<file path="config.mk">
export PLATFORM = sky130hd
export DESIGN_NAME = wt_fetch_seq
export DESIGN_NICKNAME = d
export VERILOG_FILES = /design/src/rtl/wfs_pkg.sv /design/src/rtl/wfs_loop_counter.sv /design/src/rtl/wfs_run_ctrl.sv /design/src/rtl/wfs_index_split.sv /design/src/rtl/wt_fetch_seq.sv
export SDC_FILE = /design/constraint.sdc
export NUM_CORES = 1
export LEC_CHECK = 0
export BUFFER_PORTS_ARGS = -buffer_cell sky130_fd_sc_hd__buf_2
export CELL_PAD_IN_SITES_DETAIL_PLACEMENT = 0
export CELL_PAD_IN_SITES_GLOBAL_PLACEMENT = 1
export CORE_MARGIN = 2
export CORE_UTILIZATION = 50
export CTS_CLUSTER_SIZE = 30
export DETAILED_ROUTE_END_ITERATION = 12
export PLACE_DENSITY = 0.91
export SYNTH_ARGS = -nofsm -noshare
export SYNTH_HDL_FRONTEND = slang
export SYNTH_SLANG_ARGS = --single-unit
</file>
<file path="constraint.sdc">
create_clock -name clk -period 8.39 [get_ports clk]
set_clock_uncertainty 0.15 [all_clocks]
set_input_delay 0.839 -clock clk [delete_from_list [all_inputs] [get_ports clk]]
set_output_delay 0.839 -clock clk [all_outputs]
set_load 0.03 [all_outputs]
</file>
<file path="src/rtl/wfs_pkg.sv">
// Shared types for the weight readout sequencer.
// Assumes: three loop levels, ordered innermost first.
package wfs_pkg;
    typedef enum logic [0:0] {
        ST_IDLE = 1'b0,
        ST_RUN  = 1'b1
    } wfs_state_e;

    localparam int LVL_N   = 3;
    localparam int LVL_AUX = 0;
    localparam int LVL_SEQ = 1;
    localparam int LVL_TIL = 2;
endpackage

</file>
<file path="src/rtl/wfs_loop_counter.sv">
// One loop level: adds STEP on each advance and returns to zero once the
// next value would reach LIMIT. Reports the wrap so the outer level can move.
// Assumes: step is nonzero; values stay within W bits.
module wfs_loop_counter #(
    parameter int W = 16
) (
    input  logic         clk,
    input  logic         rst_n,
    input  logic         clear,
    input  logic         advance,
    input  logic [W-1:0] step,
    input  logic [W-1:0] limit,
    output logic [W-1:0] count,
    output logic         wrap
);
    logic [W:0] next_val;

    // Candidate next value, one bit wider so it cannot overflow.
    always_comb begin
        next_val = {1'b0, count} + {1'b0, step};
        wrap     = advance && (next_val >= {1'b0, limit});
    end

    // Count register: clear on a new run, step or wrap on advance.
    always_ff @(posedge clk) begin
        if (!rst_n) begin
            count <= '0;
        end else if (clear) begin
            count <= '0;
        end else if (advance) begin
            count <= wrap ? '0 : next_val[W-1:0];
        end
    end
endmodule

</file>
<file path="src/rtl/wfs_run_ctrl.sv">
// Run control: starts a run from idle, accepts beats when not stalled,
// returns to idle after the final beat and pulses done once.
// Assumes: last_wrap is only high on an accepted beat.
module wfs_run_ctrl
    import wfs_pkg::*;
(
    input  logic clk,
    input  logic rst_n,
    input  logic start,
    input  logic stall,
    input  logic last_wrap,
    output logic running,
    output logic load,
    output logic accept,
    output logic done
);
    wfs_state_e state;

    // Handshake decode from the current state.
    always_comb begin
        running = (state == ST_RUN);
        load    = (state == ST_IDLE) && start;
        accept  = running && !stall;
    end

    // State register and done pulse.
    always_ff @(posedge clk) begin
        if (!rst_n) begin
            state <= ST_IDLE;
            done  <= 1'b0;
        end else begin
            done <= accept && last_wrap;
            if (load) begin
                state <= ST_RUN;
            end else if (accept && last_wrap) begin
                state <= ST_IDLE;
            end
        end
    end
endmodule

</file>
<file path="src/rtl/wfs_index_split.sv">
// Sums the level counts into a global element index and splits it into a
// word address and an in-word offset.
// Assumes: ELEMS_PER_WORD is a power of two, at least 2; the sum fits IDX_W.
module wfs_index_split #(
    parameter int IDX_W          = 16,
    parameter int ELEMS_PER_WORD = 8,
    parameter int N              = 3,
    localparam int OFF_W         = $clog2(ELEMS_PER_WORD),
    localparam int ADDR_W        = IDX_W - OFF_W
) (
    input  logic [IDX_W-1:0]  counts [N],
    output logic [ADDR_W-1:0] addr,
    output logic [OFF_W-1:0]  off
);
    logic [IDX_W-1:0] idx;

    // Multiplier-free index: plain sum of the counts, then a bit split.
    always_comb begin
        idx = '0;
        for (int i = 0; i < N; i++) begin
            idx = idx + counts[i];
        end
        addr = idx[IDX_W-1:OFF_W];
        off  = idx[OFF_W-1:0];
    end
endmodule

</file>
<file path="src/rtl/wt_fetch_seq.sv">
// Weight readout sequencer top. Captures step/limit settings on start,
// walks three nested counters (aux innermost, tiling outermost) and
// presents one word address and offset per beat.
// Assumes: steps nonzero; settings are shadowed so inputs may move mid-run.
module wt_fetch_seq
    import wfs_pkg::*;
#(
    parameter int IDX_W          = 16,
    parameter int ELEMS_PER_WORD = 8,
    localparam int OFF_W         = $clog2(ELEMS_PER_WORD),
    localparam int ADDR_W        = IDX_W - OFF_W
) (
    input  logic              clk,
    input  logic              rst_n,
    input  logic              start,
    input  logic              stall,
    input  logic [IDX_W-1:0]  cfg_til_step,
    input  logic [IDX_W-1:0]  cfg_til_lim,
    input  logic [IDX_W-1:0]  cfg_seq_step,
    input  logic [IDX_W-1:0]  cfg_seq_lim,
    input  logic [IDX_W-1:0]  cfg_aux_step,
    input  logic [IDX_W-1:0]  cfg_aux_lim,
    output logic              rd_valid,
    output logic [ADDR_W-1:0] rd_addr,
    output logic [OFF_W-1:0]  rd_off,
    output logic              done
);
    logic [IDX_W-1:0] in_step [LVL_N];
    logic [IDX_W-1:0] in_lim  [LVL_N];
    logic [IDX_W-1:0] sh_step [LVL_N];
    logic [IDX_W-1:0] sh_lim  [LVL_N];
    logic [IDX_W-1:0] cnt     [LVL_N];
    logic             adv     [LVL_N];
    logic             wrp     [LVL_N];
    logic             running;
    logic             load;
    logic             accept;

    // Gather the port settings into level-indexed arrays.
    always_comb begin
        in_step[LVL_AUX] = cfg_aux_step;
        in_lim[LVL_AUX]  = cfg_aux_lim;
        in_step[LVL_SEQ] = cfg_seq_step;
        in_lim[LVL_SEQ]  = cfg_seq_lim;
        in_step[LVL_TIL] = cfg_til_step;
        in_lim[LVL_TIL]  = cfg_til_lim;
    end

    wfs_run_ctrl u_ctrl (
        .clk       (clk),
        .rst_n     (rst_n),
        .start     (start),
        .stall     (stall),
        .last_wrap (wrp[LVL_N-1]),
        .running   (running),
        .load      (load),
        .accept    (accept),
        .done      (done)
    );

    for (genvar g = 0; g < LVL_N; g++) begin : g_lvl
        // Shadow copy of this level's settings, taken at run start.
        always_ff @(posedge clk) begin
            if (!rst_n) begin
                sh_step[g] <= '0;
                sh_lim[g]  <= '0;
            end else if (load) begin
                sh_step[g] <= in_step[g];
                sh_lim[g]  <= in_lim[g];
            end
        end

        if (g == 0) begin : g_inner
            assign adv[g] = accept;
        end else begin : g_outer
            assign adv[g] = wrp[g-1];
        end

        wfs_loop_counter #(.W(IDX_W)) u_cnt (
            .clk     (clk),
            .rst_n   (rst_n),
            .clear   (load),
            .advance (adv[g]),
            .step    (sh_step[g]),
            .limit   (sh_lim[g]),
            .count   (cnt[g]),
            .wrap    (wrp[g])
        );
    end

    wfs_index_split #(
        .IDX_W          (IDX_W),
        .ELEMS_PER_WORD (ELEMS_PER_WORD),
        .N              (LVL_N)
    ) u_split (
        .counts (cnt),
        .addr   (rd_addr),
        .off    (rd_off)
    );

    assign rd_valid = running;
endmodule

</file>
==> run metrics, run 1 <==
Antenna Nets Post-Route=0; main area contributors after synthesis=edfxtp_1 (30%), ha_1 (14%), dfxtp_1 (10%); Netlist Area Pre-Place=9720 um^2; NumNets Final=1325; per-cell routed wire length=approximately 16 um; final core utilization=0.586; Die W=between 100 and 150 um; Sw Ratio=0.281; hold path depth=2; area grow syn2layout=14.0%; R2R cell count=15; Post-synth EDFFs=96; outcome=finished, final reports clean; critical path class=register to register; Worst Path Max Fanout=17; PortBufs=117; Post-Syn Nets=1216; TritonRoute pass-1 iters=5; VDD IR-drop max=0.144 mV; multiplexer share of the synthesized area=0.00103; Vert. Die Dim=143 um; Yosys reg bits=146; endpoints failing setup=0; Tmin final=5.36 ns; M1 wire length=~9900 um; CP Cell Sequence=ha_1 -> and3_1 -> a221o_1 -> o41ai_2 -> o221ai_1 -> o41ai_2 -> xnor2_1 -> ha_1 -> a211oi_1 -> o21ai_1 -> nor4bb_1 -> and3_1 -> nand2b_1 -> nor2_1 -> a41o_1; Worst-Margin Slew=between 1 and 1.5 ns; gate count after technology mapping=987; CTS Buffer Depth=2; first-pass GRT wire length=35500 um; Synth Area in Adders=0.181; initial antenna violation count=0; Worst Path Arrival=5.53 ns; DRC violations left=0; top cell type's share of synthesized area=0.297; setup_tns=0 ns; clock slew at reported path FFs=0.07 ns; met2 wire length=10500 um; hold buffers post-CTS=0; Via density=5.46; largest net degree at the start of global routing=89; RePlAce Congestion=~1; Top Metal Used=met4; Mapped Avg Cell Area=9.85 um^2; Crit. End Element=register; unrepaired setup endpoints after global routing=no; Detailed Route WL=between 20000 and 25000 um; Seq pwr share=0.457; CP Launch Type=register; routed wl met3=1610 um; leading cell types in the layout, fill and taps excluded=buf_2 (117), ha_1 (110), and2_1 (99), edfxtp_1 (96), inv_1 (86); I/O pin cnt=118; Core Region=18900 um^2; clk root buf=clkbuf_16; Post-CTS Resized=0; largest family of logic cells by synthesized area=adder cells; Via Count=~7.5k; full die area=20600 um^2; fmax=~190 MHz; clock latency reported for the late side of the worst-skew pair=0.43 ns; Slew Limit Fails=0; Psw=508 uW; DPL Wire Length=17400 um; n_diodes=0; Final Hold Vio Count=0; H-Tree Depth=4; Leak=5.00 nW; max cap viols=0; vias in the first global route=6995; Gate power share=0.159; Sink Count=146; Synth Area in XOR/XNOR=0.0415; gr usage total=0.225; Crit path required time=8.56 ns; Synthesis Warnings=0; Max stage delay on crit path=0.63 ns; setup repair bufs after CTS=0; total gr overflow=0; drt initial violations=approximately 460; Final period util=0.639; Pwr Density=163 nW/um^2; Tot Pwr=1.81 mW; largest area contributor in the netlist=edfxtp_1; Clock power frac=0.385; Seq/Total Area, Yosys=0.400; CTS tree=yes; Initial Util=0.514; Netlist cell types=67; layout cells sized above 1=0.149; CP max-delay cell=nand2b_1; Row Count=50; Most used DFF post-synth=edfxtp_1; Worst slew margin=0.278; fraction of registers with async set/reset=0; Hold Crit Class=register to register; Post-Synth Simple-Gate Area=0.178; Int Pwr=1.30 mW; commonest non-fill, non-tap cell in the layout=buf_2; post-synthesis compound-gate area fraction=0.152; total CTS buffers=17
worst paths after layout:
kind,from,endpoint,slack (ns)
hold / removal,g_lvl[0].u_cnt.count[0]$_SDFFE_PP0P_,g_lvl[0].u_cnt.count[0]$_SDFFE_PP0P_,0.34
hold reg to reg,g_lvl[0].u_cnt.count[0]$_SDFFE_PP0P_,g_lvl[0].u_cnt.count[0]$_SDFFE_PP0P_,0.34
setup / recovery,sh_step[0][3]$_SDFFCE_PN0P_,g_lvl[2].u_cnt.count[14]$_SDFFE_PP0P_,3.03
setup reg to reg,sh_step[0][3]$_SDFFCE_PN0P_,g_lvl[2].u_cnt.count[14]$_SDFFE_PP0P_,3.03
per-layer routing:
metal  vias up  global-route usage
met3        20              0.0570
met4         0              0.0599
met1      3495               0.299
met5         -                   0
met2       206               0.365
li1       3754                   -
cell usage after synthesis, types with 4 or more instances:
master and n:
nor2b_1 9, o31ai_1 11, nand2b_1 6, nor3_1 13
a21o_1 19, nor2_1 44, a32o_1 5, a31oi_1 7
and3_1 16, o21a_1 12, buf_2 6, o211ai_1 5
o21ai_0 23, o31a_1 5, and2_1 99, a21oi_1 68
nand2_1 58, edfxtp_1 96, xnor2_1 35, ha_1 110
xor2_1 11, o21ai_1 13, fa_1 19, o41ai_1 4
nand4_1 7, nand3_1 61, clkbuf_1 22, o21bai_1 6
inv_1 87, dfxtp_1 50, a211o_1 4, a211oi_1 9
sequential cells by signal (all words and copies together) (netlist names):
name	count
g_lvl.u_cnt.count	48
sh_step	48
u_ctrl.running	1
sh_lim	48
u_ctrl.done	1
cell families (layout without fill, tap and decap cells):
family	after synthesis	in the layout
xor+xnor	46	46
fa+ha+maj	129	129
simple gates	329	329
flops	146	146
compound gates	218	218
mux	1	1
buf+inv	118	240
worst max-delay path: cells and delay by family (launching register included):
| kind | cells | cell delay [ns] |
|---|---|---|
| compound gates | 7 | 2.03 |
| simple gates | 5 | 1.89 |
| xor+xnor | 1 | 0.19 |
| fa+ha+maj | 2 | 0.62 |
| flops | 1 | 0.37 |
through the flow:
stage	hold slack [ns]	area, um^2	std cells	setup WS [ns]
2_1_floorplan	0.299	9720	987	3.81
3_3_place_gp	0.308	10500	1337	3.31
3_5_place_dp	0.332	10500	1337	3.07
4_1_cts	0.341	11100	1369	3.07
5_1_grt	0.380	11100	1369	2.59
6_report	0.337	11100	1369	3.03
power by group through the flow:
stage	Clock [mW]	Combinational [mW]	Sequential [mW]
after floorplan	0	0.205	0.837
after global placement	0	0.277	0.841
after detailed placement	0	0.285	0.842
after CTS	0.704	0.288	0.827
after global routing	0.739	0.325	0.830
final	0.696	0.287	0.827
layout make-up:
class                           count  area, um^2
Clock buffer                       18         429
Fill cell                        1664        7810
Inverter                           87         329
Tap cell                          260         325
Clock inverter                     14         108
Sequential cell                   146        3880
Timing Repair Buffer              121         616
Multi-Input combinational cell    723        5390
No activity file was read; power rests on OpenSTA's default activity.
==> run 2: changes to the inputs <==
--- a/config.mk
+++ b/config.mk
@@ -5,14 +5,15 @@
 export SDC_FILE = /design/constraint.sdc
 export NUM_CORES = 1
 export LEC_CHECK = 0
+export ABC_AREA = 1
 export BUFFER_PORTS_ARGS = -buffer_cell sky130_fd_sc_hd__buf_2
 export CELL_PAD_IN_SITES_DETAIL_PLACEMENT = 0
 export CELL_PAD_IN_SITES_GLOBAL_PLACEMENT = 1
 export CORE_MARGIN = 2
-export CORE_UTILIZATION = 50
+export CORE_UTILIZATION = 40
 export CTS_CLUSTER_SIZE = 30
 export DETAILED_ROUTE_END_ITERATION = 12
-export PLACE_DENSITY = 0.91
+export PLACE_DENSITY = 0.81
 export SYNTH_ARGS = -nofsm -noshare
 export SYNTH_HDL_FRONTEND = slang
 export SYNTH_SLANG_ARGS = --single-unit
==> constraint.sdc (replaced) <==
create_clock -name clk -period 4.8 [get_ports clk]
set_clock_uncertainty 0.15 [all_clocks]
set_input_delay 0.48 -clock clk [delete_from_list [all_inputs] [get_ports clk]]
set_output_delay 0.48 -clock clk [all_outputs]
set_load 0.03 [all_outputs]
==> run 2 against run 1 <==
  * Sequential share of layout area down 1.1 points
  * Register-to-register slack worse by 2.3 ns
  * Core utilization down 12 points
  * Hold slack worse by 0.15 ns
  * Global-route usage down 4.3 points
  * Synthesized cell count up 20%
  * Critical path type is now register to output pin
  * Largest cell class unchanged
==> run metrics, run 2 <==
outcome=finished, final reports clean; TritonRoute pass-1 iters=6; Top delay family on crit path=adder cells; fraction of registers with async set/reset=0; Final Cell Area=11400 um^2; Hold Crit Class=input pin to register; setup_tns=0 ns; Netlist Area Pre-Place=9910 um^2; endpoints failing setup=0; critical path class=register to output pin; Worst slew margin=0.488; CTS Buffer Depth=2; Yosys reg bits=146; largest net degree at the start of global routing=86; DPL Wire Length=17800 um; PortBufs=117; reg2reg end=g_lvl[2].u_cnt.count[2]$_SDFFE_PP0P_; NumNets Final=1528; DRC violations left=0; largest area contributor in the netlist=edfxtp_1; Seq/Total Area, Yosys=0.392; main area contributors after synthesis=edfxtp_1 (29%), ha_1 (14%), dfxtp_1 (10%); Worst Path Max Fanout=4; fmax=230 MHz; gr usage total=0.181; Max stage delay on crit path=0.64 ns; area grow syn2layout=15.4%; I/O pin cnt=between 100 and 150; Via density=4.79; first-pass GRT wire length=37100 um; Placed Cells=1604; Crit. End Element=output pin; Worst Path Arrival=3.71 ns; Sink Count=146; clock slew at reported path FFs=0.07 ns; Worst-Margin Slew=0.768 ns; Synthesis Warnings=0; R2R setup slack=0.72 ns; cell with the most instances after synthesis=nand2_1; unrepaired setup endpoints after global routing=no; vias in the first global route=7595; max cap viols=0; Vert. Die Dim=roughly 160 um; Slew Limit Fails=0; CP max-delay cell=fa_1; total CTS buffers=17; Core Region=24300 um^2; Post-synth EDFFs=96; hold endpoint=sh_lim[2][13]$_SDFFCE_PN0P_; Via Count=7840; H-Tree Depth=4; CTS tree=yes; RePlAce Congestion=0.849; Pwr Density=293 nW/um^2; total gr overflow=0; Final Hold Vio Count=0; layout cells sized above 1=0.135; Post-CTS Resized=0; Die W=161 um; Reg-to-Reg Start=g_lvl[0].u_cnt.count[0]$_SDFFE_PP0P_; largest registers=g_lvl.u_cnt.count x48, sh_lim x48, sh_step x48; Tot Pwr=3.36 mW; clock latency reported for the late side of the worst-skew pair=0.43 ns; Min Hold Slack=~0.19 ns; leading cell types in the layout, fill and taps excluded=nand2_1 (225), inv_1 (221), nor2_1 (133), buf_2 (117), a21oi_1 (115); commonest non-fill, non-tap cell in the layout=nand2_1; Layout fillers=roughly 2.4k; Final period util=0.905; Initial Util=0.408; Detailed Route WL=roughly 23000 um; Post-Syn Nets=~1.4k; most frequent CP cell=nand2_1; setup repair bufs after CTS=0; initial antenna violation count=0; Netlist cell types=45; top cell type's share of synthesized area=0.291; CP Launch Type=register; Tmin final=4.34 ns; Crit path required time=between 4 and 5 ns; Row Count=57; Leak=5.85 nW; hold buffers post-CTS=0; final core utilization=0.470; dpl cell area=between 10000 and 15000 um^2; clk root buf=clkbuf_16; n_diodes=0; Worst Slack Setup Final=0.456 ns; top cells by count, synth=nand2_1 (226), inv_1 (221), nor2_1 (133), a21oi_1 (115), ha_1 (110); drt initial violations=482; Most used DFF post-synth=edfxtp_1; HP Start=cfg_til_lim[13]; gate count after technology mapping=between 1k and 1.5k; CP Cell Sequence=fa_1 -> ha_1 -> inv_1 -> fa_1 -> nand3b_1 -> nand2_1 -> nand2_1 -> nand2_1 -> nand2_1 -> nand2_1 -> nand2_1 -> nand2_1 -> nand3_1 -> nand2_1 -> nand2_1 -> nand2_1 -> nand2_1 -> nand2_1 -> xor2_1 -> buf_2; R2R cell count=22; fin cells=roughly 1.6k; VDD IR-drop max=approximately 0.19 mV; per-cell routed wire length=13.8 um; full die area=26100 um^2; CP bufs+invs=2; Antenna Nets Post-Route=0; hold path depth=3; Mapped Avg Cell Area=8.38 um^2; dpl ws=0.789 ns
## run 2: area by class of cell
class / instances / area, um^2 / share of cell area
Clock inverter: 14 / 181 / 0.0159
Clock buffer: 18 / 429 / 0.0375
Sequential cell: 146 / 3880 / 0.339
Tap cell: 324 / 405 / 0.0354
Multi-Input combinational cell: 792 / 5090 / 0.445
Timing Repair Buffer: 120 / 621 / 0.0542
Inverter: 222 / 833 / 0.0728
## run 2: cells by family after synthesis
group,after synthesis,synth area share
AOI/OAI and AO/OA,166,0.0937
and+or+nand+nor,441,0.191
adders and majority gates,129,0.177
xor gates and xnor gates,56,0.0495
DFF,146,0.392
buffers and inverters,245,0.0970
## run 2: per-layer routing
| metal | GRT usage | routed length, um | share of wire |
|---|---|---|---|
| met1 | 0.242 | 10600 | 0.47 |
| met2 | 0.304 | 10800 | 0.48 |
| met3 | 0.0349 | 975 | 0.043 |
| met4 | 0.0450 | 293 | 0.013 |
| met5 | 0 | 0 | 0 |
## run 2: report_power, final
group | internal (mW) | switching, mW | total [mW]
clock | 0.825 | 0.564 | 1.39
combinational | 0.183 | 0.339 | 0.522
sequential | 1.41 | 0.0314 | 1.45
## run 2: how the worst max path moves through the flow
stage,startpoint,endpoint,cells after the start
5_1_grt,g_lvl[2].u_cnt.count[1]$_SDFFE_PP0P_,rd_addr[12],20
2_1_floorplan,u_ctrl.running$_SDFFE_PN0P_,sh_lim[0][0]$_SDFFCE_PN0P_,4
3_5_place_dp,g_lvl[0].u_cnt.count[0]$_SDFFE_PP0P_,g_lvl[2].u_cnt.count[2]$_SDFFE_PP0P_,22
3_3_place_gp,g_lvl[1].u_cnt.count[1]$_SDFFE_PP0P_,rd_addr[12],20
4_1_cts,g_lvl[1].u_cnt.count[1]$_SDFFE_PP0P_,rd_addr[12],20
6_report,g_lvl[1].u_cnt.count[1]$_SDFFE_PP0P_,rd_addr[12],20
## run 2: tightest hold or removal path: stages
cell	delay, ns
buf_2	0.07
inv_1	0.03
nor2_1	0.08
==> run 3: changes to the inputs <==
--- a/config.mk
+++ b/config.mk
@@ -10,10 +10,11 @@
 export CELL_PAD_IN_SITES_DETAIL_PLACEMENT = 0
 export CELL_PAD_IN_SITES_GLOBAL_PLACEMENT = 1
 export CORE_MARGIN = 2
-export CORE_UTILIZATION = 40
+export CORE_UTILIZATION = 41
+export CTS_BUF_LIST = sky130_fd_sc_hd__clkbuf_4 sky130_fd_sc_hd__clkbuf_8
 export CTS_CLUSTER_SIZE = 30
 export DETAILED_ROUTE_END_ITERATION = 12
-export PLACE_DENSITY = 0.81
+export PLACE_DENSITY = 0.82
 export SYNTH_ARGS = -nofsm -noshare
 export SYNTH_HDL_FRONTEND = slang
 export SYNTH_SLANG_ARGS = --single-unit
==> run 3 against run 2 <==
  * Setup slack got worse by 0.042 ns
  * Clock power shrank 34%
  * Flip-flop and latch count unchanged
  * Die area fell by 2.4%
  * Largest cell class unchanged
  * Highest routed layer unchanged
==> run metrics, run 3 (synthesis gave the netlist of run 2 again) <==
R2R setup slack=0.69 ns; CTS Buffer Depth=2; Sw Ratio=0.314; clock slew at reported path FFs=0.09 ns; hold endpoint=sh_lim[2][15]$_SDFFCE_PN0P_; Worst Slack Setup Final=0.415 ns; Worst slew margin=0.274; Int Pwr=slightly below 2 mW; Leak=5.74 nW; critical path class=register to output pin; HP Start=cfg_til_lim[15]; H-Tree Depth=4; Final Cell Area=11200 um^2; initial antenna violation count=0; clock latency reported for the late side of the worst-skew pair=roughly 0.46 ns; Placed Cells=~1.6k; dpl cell area=10800 um^2; final core utilization=0.474; per-cell routed wire length=13.8 um; Pwr Density=257 nW/um^2; fin cells=1633; NumNets Final=roughly 1.5k; I/O pin cnt=between 100 and 150; Via density=4.78; Crit path required time=4.17 ns; TritonRoute pass-1 iters=5; Worst-Margin Slew=roughly 1.1 ns; CTS tree=yes; vias in the first global route=approximately 7.6k; Gate power share=0.181; dpl ws=approximately 0.77 ns; Layout fillers=2358; Final period util=0.914; Crit. End Element=output pin; outcome=finished, final reports clean; Hold Crit Class=input pin to register; largest registers=g_lvl.u_cnt.count x48, sh_lim x48, sh_step x48; Worst Path Arrival=3.76 ns; endpoints failing setup=0; area grow syn2layout=12.9%; leading cell types in the layout, fill and taps excluded=nand2_1 (225), inv_1 (221), nor2_1 (133), buf_2 (117), a21oi_1 (115); Antenna Nets Post-Route=0; hold buffers post-CTS=0; Sink Count=146; Slew Limit Fails=0; DPL Wire Length=17700 um; Min Hold Slack=0.157 ns; R2R cell count=22; commonest non-fill, non-tap cell in the layout=nand2_1; Psw=904 uW; CP Launch Type=register; Row Count=56; Clock power frac=0.317; first-pass GRT wire length=36800 um; Seq pwr share=0.502; fmax=228 MHz; Post-CTS Resized=0; Initial Util=0.420; Reg-to-Reg Start=g_lvl[0].u_cnt.count[0]$_SDFFE_PP0P_; RePlAce Congestion=just under 0.9; clk root buf=clkbuf_8; max cap viols=0; Via Count=7806; Tot Pwr=approximately 2.9 mW; DRC violations left=0; Final Hold Vio Count=0; Vert. Die Dim=159 um; gr usage total=0.182; Worst Path Max Fanout=4; full die area=25400 um^2; PortBufs=117; total CTS buffers=17; hold path depth=3; total gr overflow=0; unrepaired setup endpoints after global routing=no; drt initial violations=429; VDD IR-drop max=approximately 0.14 mV; layout cells sized above 1=0.137; setup_tns=0 ns; n_diodes=0; Die W=159 um; reg2reg end=g_lvl[2].u_cnt.count[14]$_SDFFE_PP0P_; Core Region=between 20000 and 25000 um^2; setup repair bufs after CTS=0; Detailed Route WL=22500 um; largest net degree at the start of global routing=90; Tmin final=4.39 ns
-- run 3: cell types whose count changed in the layout (fill, tap and decap cells not counted), sizes merged --
cell and change:
clkinv -2, inv +5, buf +2, bufinv -3
-- run 3: metal layers --
metal / track usage / wire (um) / share of wire / vias to the layer above
met2: 0.306 / 10700 / 0.47 / 150
met3: 0.0357 / 863 / 0.038 / 18
li1: - / - / - / 4076
met4: 0.0446 / 253 / 0.011 / 0
met5: 0 / 0 / 0 / -
met1: 0.241 / 10800 / 0.48 / 3562
-- run 3: power by group through the flow --
stage / Combinational [mW] / Sequential (mW) / Clock (mW)
floorplan: 0.379 / 1.46 / 0
global placement: 0.514 / 1.47 / 0
detailed placement: 0.522 / 1.47 / 0
CTS: 0.525 / 1.44 / 0.941
global route: 0.597 / 1.45 / 0.994
finish: 0.520 / 1.44 / 0.913
-- run 3: critical path, stage by stage (launching register included) --
cell and delay, ns:
dfxtp_1 0.39, fa_1 0.64, ha_1 0.20, inv_1 0.05, fa_1 0.39, nand3b_1 0.18, nand2_1 0.10, nand2_1 0.07
nand2_1 0.09, nand2_1 0.06, nand2_1 0.08, nand2_1 0.06, nand2_1 0.10, nand3_1 0.08, nand2_1 0.10, nand2_1 0.06
nand2_1 0.06, nand2_1 0.05, nand2_1 0.07, xor2_1 0.22, buf_2 0.24
-- run 3: worst max path at each step --
stage	start	end	slack (ns)	cells past startpoint
final	g_lvl[2].u_cnt.count[1]$_SDFFE_PP0P_	rd_addr[12]	0.41	20
after global routing	g_lvl[1].u_cnt.count[1]$_SDFFE_PP0P_	rd_addr[12]	0.11	20
after CTS	g_lvl[2].u_cnt.count[1]$_SDFFE_PP0P_	rd_addr[12]	0.38	20
after detailed placement	g_lvl[0].u_cnt.count[0]$_SDFFE_PP0P_	g_lvl[2].u_cnt.count[12]$_SDFFE_PP0P_	0.77	22
after global placement	g_lvl[0].u_cnt.count[0]$_SDFFE_PP0P_	g_lvl[2].u_cnt.count[12]$_SDFFE_PP0P_	0.86	20
after floorplan	u_ctrl.running$_SDFFE_PN0P_	sh_lim[0][0]$_SDFFCE_PN0P_	0.68	4
-- run 3: area by class of cell --
cell class / count / area (um^2) / area share
multi-input cells: 792 / 5090 / 0.455
flip-flops and latches: 146 / 3880 / 0.347
inverters: 222 / 833 / 0.0745
repair buffers: 122 / 623 / 0.0557
well taps: 319 / 399 / 0.0357
clock buffers: 18 / 241 / 0.0216
clock inverters: 14 / 120 / 0.0107
